## src/rtl/seg_xlate_pkg.sv

```systemverilog
package seg_xlate_pkg;

   localparam int WORD_W    = 32;
   localparam int LIMIT_W   = 20;
   localparam int SEL_W     = 16;
   localparam int TI_BIT    = 2;
   localparam int ENT_SHIFT = 3;
   localparam int G_BIT     = 23;
   localparam int P_BIT     = 15;

   typedef struct packed {
      logic [WORD_W-1:0]  base;
      logic [LIMIT_W-1:0] limit;
      logic               gran;
      logic               present;
   } seg_desc_t;

   typedef enum logic [1:0] {
      LD_IDLE = 2'd0,
      LD_LO   = 2'd1,
      LD_HI   = 2'd2
   } ld_state_e;

   function automatic seg_desc_t desc_unpack(input logic [WORD_W-1:0] w0,
                                             input logic [WORD_W-1:0] w1);
      seg_desc_t d;
      d.base    = {w1[31:24], w1[7:0], w0[15:0]};
      d.limit   = {w1[19:16], w0[31:16]};
      d.gran    = w1[G_BIT];
      d.present = w1[P_BIT];
      return d;
   endfunction

endpackage

```

## src/rtl/seg_desc_ld.sv

```systemverilog
module seg_desc_ld
   import seg_xlate_pkg::*;
(
   input  logic              clk,
   input  logic              rst_n,
   input  logic              start,
   input  logic [WORD_W-1:0] entry_addr,
   output logic              mrd_req,
   output logic [WORD_W-1:0] mrd_addr,
   input  logic              mrd_valid,
   input  logic [WORD_W-1:0] mrd_data,
   output logic              busy,
   output logic              desc_we,
   output seg_desc_t         desc_nxt
);

   localparam logic [WORD_W-1:0] WORD_STEP = WORD_W'(WORD_W / 8);

   ld_state_e         state_q;
   logic [WORD_W-1:0] addr_q;
   logic [WORD_W-1:0] lo_q;

   always_ff @(posedge clk) begin
      if (!rst_n) begin
         state_q <= LD_IDLE;
         addr_q  <= '0;
         lo_q    <= '0;
      end else begin
         case (state_q)
            LD_IDLE: if (start) begin
               addr_q  <= entry_addr;
               state_q <= LD_LO;
            end
            LD_LO: if (mrd_valid) begin
               lo_q    <= mrd_data;
               addr_q  <= addr_q + WORD_STEP;
               state_q <= LD_HI;
            end
            LD_HI: if (mrd_valid) begin
               state_q <= LD_IDLE;
            end
            default: state_q <= LD_IDLE;
         endcase
      end
   end

   assign mrd_req  = (state_q != LD_IDLE);
   assign mrd_addr = addr_q;
   assign busy     = mrd_req;
   assign desc_we  = (state_q == LD_HI) && mrd_valid;
   assign desc_nxt = desc_unpack(lo_q, mrd_data);

endmodule

```

## src/rtl/seg_lim_chk.sv

```systemverilog
module seg_lim_chk
   import seg_xlate_pkg::*;
#(
   parameter int PG_SHIFT = 12
) (
   input  logic [LIMIT_W-1:0] limit,
   input  logic               gran,
   input  logic [WORD_W-1:0]  ofs,
   output logic               over
);

   logic [WORD_W-1:0] eff;

   generate
      if (PG_SHIFT == 0) begin : g_flat
         assign eff = WORD_W'(limit);
      end else begin : g_scaled
         localparam logic [WORD_W-1:0] FILL = WORD_W'((64'd1 << PG_SHIFT) - 64'd1);
         assign eff = gran ? ((WORD_W'(limit) << PG_SHIFT) | FILL) : WORD_W'(limit);
      end
   endgenerate

   assign over = (ofs > eff);

endmodule

```

## src/rtl/seg_addr_gen.sv

```systemverilog
module seg_addr_gen
   import seg_xlate_pkg::*;
#(
   parameter int SEG_SHIFT  = 4,
   parameter int REAL_OFS_W = 16
) (
   input  logic              prot,
   input  logic [SEL_W-1:0]  sel,
   input  logic [WORD_W-1:0] ofs,
   input  logic [WORD_W-1:0] base,
   output logic [WORD_W-1:0] lin
);

   logic [WORD_W-1:0] real_seg;
   logic [WORD_W-1:0] real_ofs;

   assign real_seg = WORD_W'(sel) << SEG_SHIFT;
   assign real_ofs = WORD_W'(ofs[REAL_OFS_W-1:0]);
   assign lin      = prot ? (base + ofs) : (real_seg + real_ofs);

endmodule

```

## src/rtl/seg_xlate.sv

```systemverilog
module seg_xlate
   import seg_xlate_pkg::*;
#(
   parameter int PG_SHIFT   = 12,
   parameter int SEG_SHIFT  = 4,
   parameter int REAL_OFS_W = 16
) (
   input  logic              clk,
   input  logic              rst_n,
   input  logic              prot_mode,
   input  logic [31:0]       gtab_base,
   input  logic [31:0]       ltab_base,
   input  logic              sel_wr,
   input  logic [15:0]       sel_val,
   input  logic              xl_req,
   input  logic [31:0]       xl_ofs,
   output logic              xl_ready,
   output logic              xl_valid,
   output logic              xl_fault,
   output logic [31:0]       xl_lin,
   output logic              np_fault,
   output logic              mrd_req,
   output logic [31:0]       mrd_addr,
   input  logic              mrd_valid,
   input  logic [31:0]       mrd_data
);

   localparam int IDX_W = SEL_W - ENT_SHIFT;

   generate
      if (PG_SHIFT + LIMIT_W > WORD_W) begin : g_bad_pg
         $error("PG_SHIFT too large for a 32-bit effective limit");
      end
      if (SEG_SHIFT + SEL_W >= WORD_W) begin : g_bad_seg
         $error("SEG_SHIFT too large for the real-mode sum");
      end
      if (REAL_OFS_W < 1 || REAL_OFS_W > WORD_W) begin : g_bad_rofs
         $error("REAL_OFS_W out of range");
      end
   endgenerate

   logic              busy;
   logic              desc_we;
   seg_desc_t         desc_nxt;
   seg_desc_t         desc_q;
   logic [SEL_W-1:0]  sel_q;
   logic [WORD_W-1:0] entry_addr;
   logic [WORD_W-1:0] lin_c;
   logic              over_c;
   logic              fault_c;
   logic              accept;
   logic              load_go;

   assign xl_ready = !busy;
   assign accept   = xl_req && !busy;
   assign load_go  = sel_wr && !busy && prot_mode;

   assign entry_addr = (sel_val[TI_BIT] ? ltab_base : gtab_base)
                     + (WORD_W'(sel_val[SEL_W-1 -: IDX_W]) << ENT_SHIFT);

   seg_desc_ld u_ld (
      .clk        (clk),
      .rst_n      (rst_n),
      .start      (load_go),
      .entry_addr (entry_addr),
      .mrd_req    (mrd_req),
      .mrd_addr   (mrd_addr),
      .mrd_valid  (mrd_valid),
      .mrd_data   (mrd_data),
      .busy       (busy),
      .desc_we    (desc_we),
      .desc_nxt   (desc_nxt)
   );

   seg_lim_chk #(.PG_SHIFT(PG_SHIFT)) u_lim (
      .limit (desc_q.limit),
      .gran  (desc_q.gran),
      .ofs   (xl_ofs),
      .over  (over_c)
   );

   seg_addr_gen #(.SEG_SHIFT(SEG_SHIFT), .REAL_OFS_W(REAL_OFS_W)) u_agen (
      .prot (prot_mode),
      .sel  (sel_q),
      .ofs  (xl_ofs),
      .base (desc_q.base),
      .lin  (lin_c)
   );

   assign fault_c = prot_mode && (!desc_q.present || over_c);

   always_ff @(posedge clk) begin
      if (!rst_n) begin
         sel_q    <= '0;
         desc_q   <= '0;
         np_fault <= 1'b0;
         xl_valid <= 1'b0;
         xl_fault <= 1'b0;
         xl_lin   <= '0;
      end else begin
         if (sel_wr && !busy) sel_q <= sel_val;
         if (desc_we) desc_q <= desc_nxt;
         np_fault <= desc_we && !desc_nxt.present;
         xl_valid <= accept && !fault_c;
         xl_fault <= accept && fault_c;
         xl_lin   <= (accept && !fault_c) ? lin_c : '0;
      end
   end

endmodule

```

## config.mk

```make
export PLATFORM = sky130hd
export DESIGN_NAME = seg_xlate
export DESIGN_NICKNAME = d
export VERILOG_FILES = /design/src/rtl/seg_xlate_pkg.sv /design/src/rtl/seg_desc_ld.sv /design/src/rtl/seg_lim_chk.sv /design/src/rtl/seg_addr_gen.sv /design/src/rtl/seg_xlate.sv
export SDC_FILE = /design/constraint.sdc
export NUM_CORES = 1
export LEC_CHECK = 0
export ABC_AREA = 1
export BUFFER_PORTS_ARGS = -buffer_cell sky130_fd_sc_hd__clkbuf_2
export CORE_MARGIN = 3
export CORE_UTILIZATION = 40
export DETAILED_ROUTE_END_ITERATION = 8
export PLACE_DENSITY = 0.67
export SLEW_MARGIN = 20
export SYNTH_ARGS = -nofsm -noshare
export SYNTH_HDL_FRONTEND = slang
export SYNTH_SLANG_ARGS = --single-unit
```

## constraint.sdc

```tcl
create_clock -name clk -period 3.9 [get_ports clk]
set_input_delay 0.39 -clock clk [delete_from_list [all_inputs] [get_ports clk]]
set_output_delay 0.39 -clock clk [all_outputs]
set_load 0.02 [all_outputs]
```

==> impl_metrics.prom <==
# TYPE chip_impl_metric gauge
chip_impl_metric{name="dp_worst_setup_slack",unit="ns"} 0.868
chip_impl_metric{name="cts_buffers",unit=""} 17
chip_impl_metric{name="clockBufferDepth",unit=""} 2
chip_impl_metric{name="grt_pass1_vias",unit=""} 12200
chip_impl_metric{name="core_area",unit="mm²"} 0.0298
chip_impl_metric{name="areaGrowthSynthToFinish",unit="%"} 16.2
chip_impl_metric{name="grt_pass1_wl",unit="µm"} 64000
chip_impl_metric{name="timing.reg2reg.worst_path_depth",unit=""} 14
chip_impl_info{name="timing.critical_path.to_type",value="register"} 1
chip_impl_info{name="hold-path-endpoint",value="np_fault"} 1
chip_impl_metric{name="initial_core_util",unit="%"} 40.9
chip_impl_metric{name="fin_tns_setup",unit="ns"} 0
chip_impl_info{name="crit_path_start_kind",value="register"} 1
chip_impl_metric{name="via_per_inst",unit=""} 5.24
chip_impl_metric{name="layout.nets",unit=""} 2319
chip_impl_metric{name="grt.overflow.total",unit=""} 0
chip_impl_metric{name="globalplace.congestion",unit=""} 0.952
chip_impl_metric{name="yosysSeqAreaShare",unit="%"} 28.1
chip_impl_metric{name="postSynthRegisterBits",unit=""} 171
chip_impl_metric{name="drt_iter0_drc",unit=""} 949
chip_impl_metric{name="final_setup_vio_count",unit=""} 0
chip_impl_metric{name="r2r_setup_slack",unit="ns"} 0.85
chip_impl_info{name="hold_path.startpoint",value="mrd_data[15]"} 1
chip_impl_metric{name="clock-sinks",unit=""} 171
chip_impl_metric{name="hold_viol",unit=""} 0
chip_impl_metric{name="die_width",unit="µm"} 181
chip_impl_metric{name="io-pin-count",unit=""} 219
chip_impl_info{name="path_class",value="register to register"} 1
chip_impl_info{name="rsz_0062_raised_after_global_routing",value="no"} 1
chip_impl_metric{name="syn_inst",unit=""} 1893
chip_impl_metric{name="synthesis.area_per_instance",unit="µm²"} 6.44
chip_impl_metric{name="insertion_delay",unit="ns"} 0.45
chip_impl_metric{name="finalPower",unit="mW"} 4.69
chip_impl_metric{name="syn_area",unit="mm²"} 0.0122
chip_impl_metric{name="dr_total_vias",unit=""} 13000
chip_impl_info{name="hold_path.class",value="input port to register"} 1
chip_impl_metric{name="postRouteWirelength",unit="µm"} 40600
chip_impl_metric{name="fin_crit",unit="ns"} 3.05
chip_impl_metric{name="power_density",unit="mW/mm²"} 331
chip_impl_metric{name="grt_start_max_net_pins",unit=""} 88
chip_impl_metric{name="synth_nets",unit=""} 2135
chip_impl_metric{name="die_height",unit="µm"} 181
chip_impl_metric{name="io_buffers",unit=""} 218
chip_impl_metric{name="share_of_post_route_cells_with_drive_strength_above_1",unit="%"} 15.5
chip_impl_metric{name="finClkSkew",unit="ns"} 0.0124
chip_impl_info{name="timing.rr.start",value="desc_q[1]"} 1
chip_impl_metric{name="timing.final.crit_share",unit="%"} 78.3
chip_impl_metric{name="remaining_drc_errors",unit=""} 0
chip_impl_metric{name="postLayoutSetupSlackWorst",unit="ns"} 0.846
chip_impl_metric{name="rows",unit=""} 63
chip_impl_info{name="rr_endpoint",value="xl_valid"} 1
chip_impl_info{name="result_of_the_run",value="complete, no violations"} 1
chip_impl_metric{name="synth_cell_type_count",unit=""} 45
chip_impl_metric{name="crit_arrival",unit="ns"} 3.36
chip_impl_metric{name="firstDrtPassIters",unit=""} 8
chip_impl_metric{name="vdd_ir_drop_max",unit="mV"} 0.309
chip_impl_metric{name="cts_htree_levels",unit=""} 4
chip_impl_metric{name="die_area",unit="mm²"} 0.0326
chip_impl_metric{name="required",unit="ns"} 4.21
chip_impl_info{name="tritoncts",value="built"} 1
chip_impl_metric{name="final_antenna_net_count",unit=""} 0
chip_impl_metric{name="cts_hold_buffers",unit=""} 0
chip_impl_metric{name="number_of_antenna_violations_at_the_first_check_in_global_routing",unit=""} 2
chip_impl_metric{name="grt_util_all_layers",unit="%"} 24.4
chip_impl_metric{name="holdPathStages",unit=""} 2
chip_impl_metric{name="maxClockFrequency",unit="GHz"} 0.327
chip_impl_metric{name="detailed_place_hpwl",unit="µm"} 33200
chip_impl_metric{name="worstPathMaxFanout",unit=""} 26
chip_impl_metric{name="post-cts-setup-buffer-count",unit=""} 0
chip_impl_metric{name="drv.max_cap_violation_count",unit=""} 0
chip_impl_metric{name="slew-limit-headroom",unit="%"} 43.5
chip_impl_metric{name="total_leakage_power",unit="nW"} 6.66
chip_impl_metric{name="max_slew_violation_count",unit=""} 0
chip_impl_metric{name="dr_wl_cell",unit="µm"} 16.4
chip_impl_info{name="root_buffer",value="clkbuf_16"} 1
chip_impl_metric{name="synthesis.yosys.warnings",unit=""} 0
chip_impl_metric{name="post_cts.resized_instances",unit=""} 0
chip_impl_metric{name="worst_slew_pin_slew",unit="ns"} 0.846
chip_impl_metric{name="path_clk_slew",unit="ns"} 0.08
cells in the mapped netlist, drive strengths merged:
library cell	n	area share, %
a21boi	2	0.12
a21o	4	0.25
a21oi	235	9.8
a22oi	1	0.062
a31oi	8	0.41
buf	17	1.1
clkbuf	50	1.5
clkinv	1	0.031
dfxtp	171	28
fa	3	0.49
ha	89	9.1
inv	231	7.1
mux2	12	1.1
mux2i	4	0.33
nand2	429	13
nand3	120	5.1
nand3b	14	0.86
nand4	20	1.0
nor2	211	6.7
nor3	28	1.2
nor3b	1	0.10
o211ai	4	0.25
o21a	3	0.18
o21ai	188	8.2
o21bai	6	0.37
o22ai	3	0.15
or2	2	0.10
xnor2	12	0.86
xor2	24	1.7
placed cells by master (no fill, tap or decap), types with 6 or more instances in the layout:
cell type  instances
nand4_1           20
xor2_1            24
a31oi_1            8
nand2_1          420
o21ai_2           10
ha_1              89
clkbuf_16         17
nand2_2            7
o21ai_0          171
xnor2_1           12
nand3_1          114
nand3b_1          14
a21oi_1          231
inv_1            226
nor3_1            27
buf_4             14
o21bai_1           6
mux2_2            12
dfxtp_1          171
clkbuf_2         218
nor2_1           203
sequential cells by signal (all words and copies together), names as in the netlist:
signal	flops
desc_q	54
np_fault	1
sel_q	16
u_ld.lo_q	32
u_ld.mrd_addr	32
u_ld.state_q	2
xl_fault	1
xl_lin	32
xl_valid	1
worst max-delay path, cell delays in order (launching register included):
cell,delay [ns]
dfxtp_1,0.80
buf_4,0.28
nand2_1,0.07
ha_1,0.29
nand2_1,0.07
nor2_1,0.15
nand4_1,0.10
nor2_1,0.14
nand2_1,0.07
nand2_1,0.05
nand2_1,0.07
nand2_1,0.08
nand2_1,0.05
nand2_1,0.58
inv_1,0.10
per-stage QoR:
stage | instances | hold WS, ns | area, µm² | util [%]
detailed placement | 2448 | 0.452 | 13600 | 45.5
CTS | 2480 | 0.160 | 14200 | 47.5
global route | 2482 | 0.168 | 14200 | 47.5
global placement | 2448 | 0.444 | 13600 | 45.5
finish | 2482 | 0.178 | 14200 | 47.5
floorplan | 1893 | 0.427 | 12200 | -
how the worst max path moves through the flow:
stage                     cells after the start       start           endpoint  slack [ns]
final                                        14   desc_q[1]           xl_valid        0.85
after global routing                         14   desc_q[1]         xl_lin[10]        0.47
after CTS                                    14   desc_q[1]           xl_valid        0.87
after detailed placement                     14   desc_q[1]           xl_valid        0.87
after global placement                       14   desc_q[1]           xl_valid        0.91
after floorplan                              15  sel_val[2]  u_ld.mrd_addr[24]        1.26
cells by family (layout without fill, tap and decap cells):
| family | count (synthesis) | after routing | share of synthesized area (%) |
|---|---|---|---|
| flip-flops | 171 | 171 | 28.1 |
| AND/OR/NAND/NOR | 825 | 825 | 28.6 |
| other | 0 | 2 | 0 |
| XOR/XNOR | 36 | 36 | 2.59 |
| buffers and inverters | 299 | 496 | 9.75 |
| adder cells (fa/ha/maj) | 92 | 92 | 9.63 |
| AO/OA/AOI/OAI | 454 | 454 | 19.9 |
| multiplexers | 16 | 16 | 1.44 |
routing by layer:
| metal | part of all wire [%] | wire length (µm) | vias to the layer above | track usage, % |
|---|---|---|---|---|
| li1 | - | - | 6619 | - |
| met1 | 46 | 18800 | 5858 | 33.8 |
| met2 | 44 | 18000 | 453 | 38.4 |
| met3 | 6.0 | 2450 | 78 | 3.75 |
| met4 | 3.4 | 1400 | 0 | 9.24 |
| met5 | 0 | 0 | - | 0 |
report_power, final:
| part | switching, mW | total (mW) | internal [mW] |
|---|---|---|---|
| Combinational | 0.699 | 1.08 | 0.377 |
| Clock | 0.835 | 1.71 | 0.873 |
| Sequential | 0.0904 | 1.91 | 1.82 |
area by class of cell:
type                            instances  area (µm²)
Inverter                              232         871
Clock buffer                           18         439
Sequential cell                       171        3420
Multi-Input combinational cell       1423        7590
Timing Repair Buffer                  232        1200
Tap cell                              390         488
Fill cell                            3182       15600
Clock inverter                         14         146
Antenna cell                            2        5.00
Power figures use the tool's default switching activity.
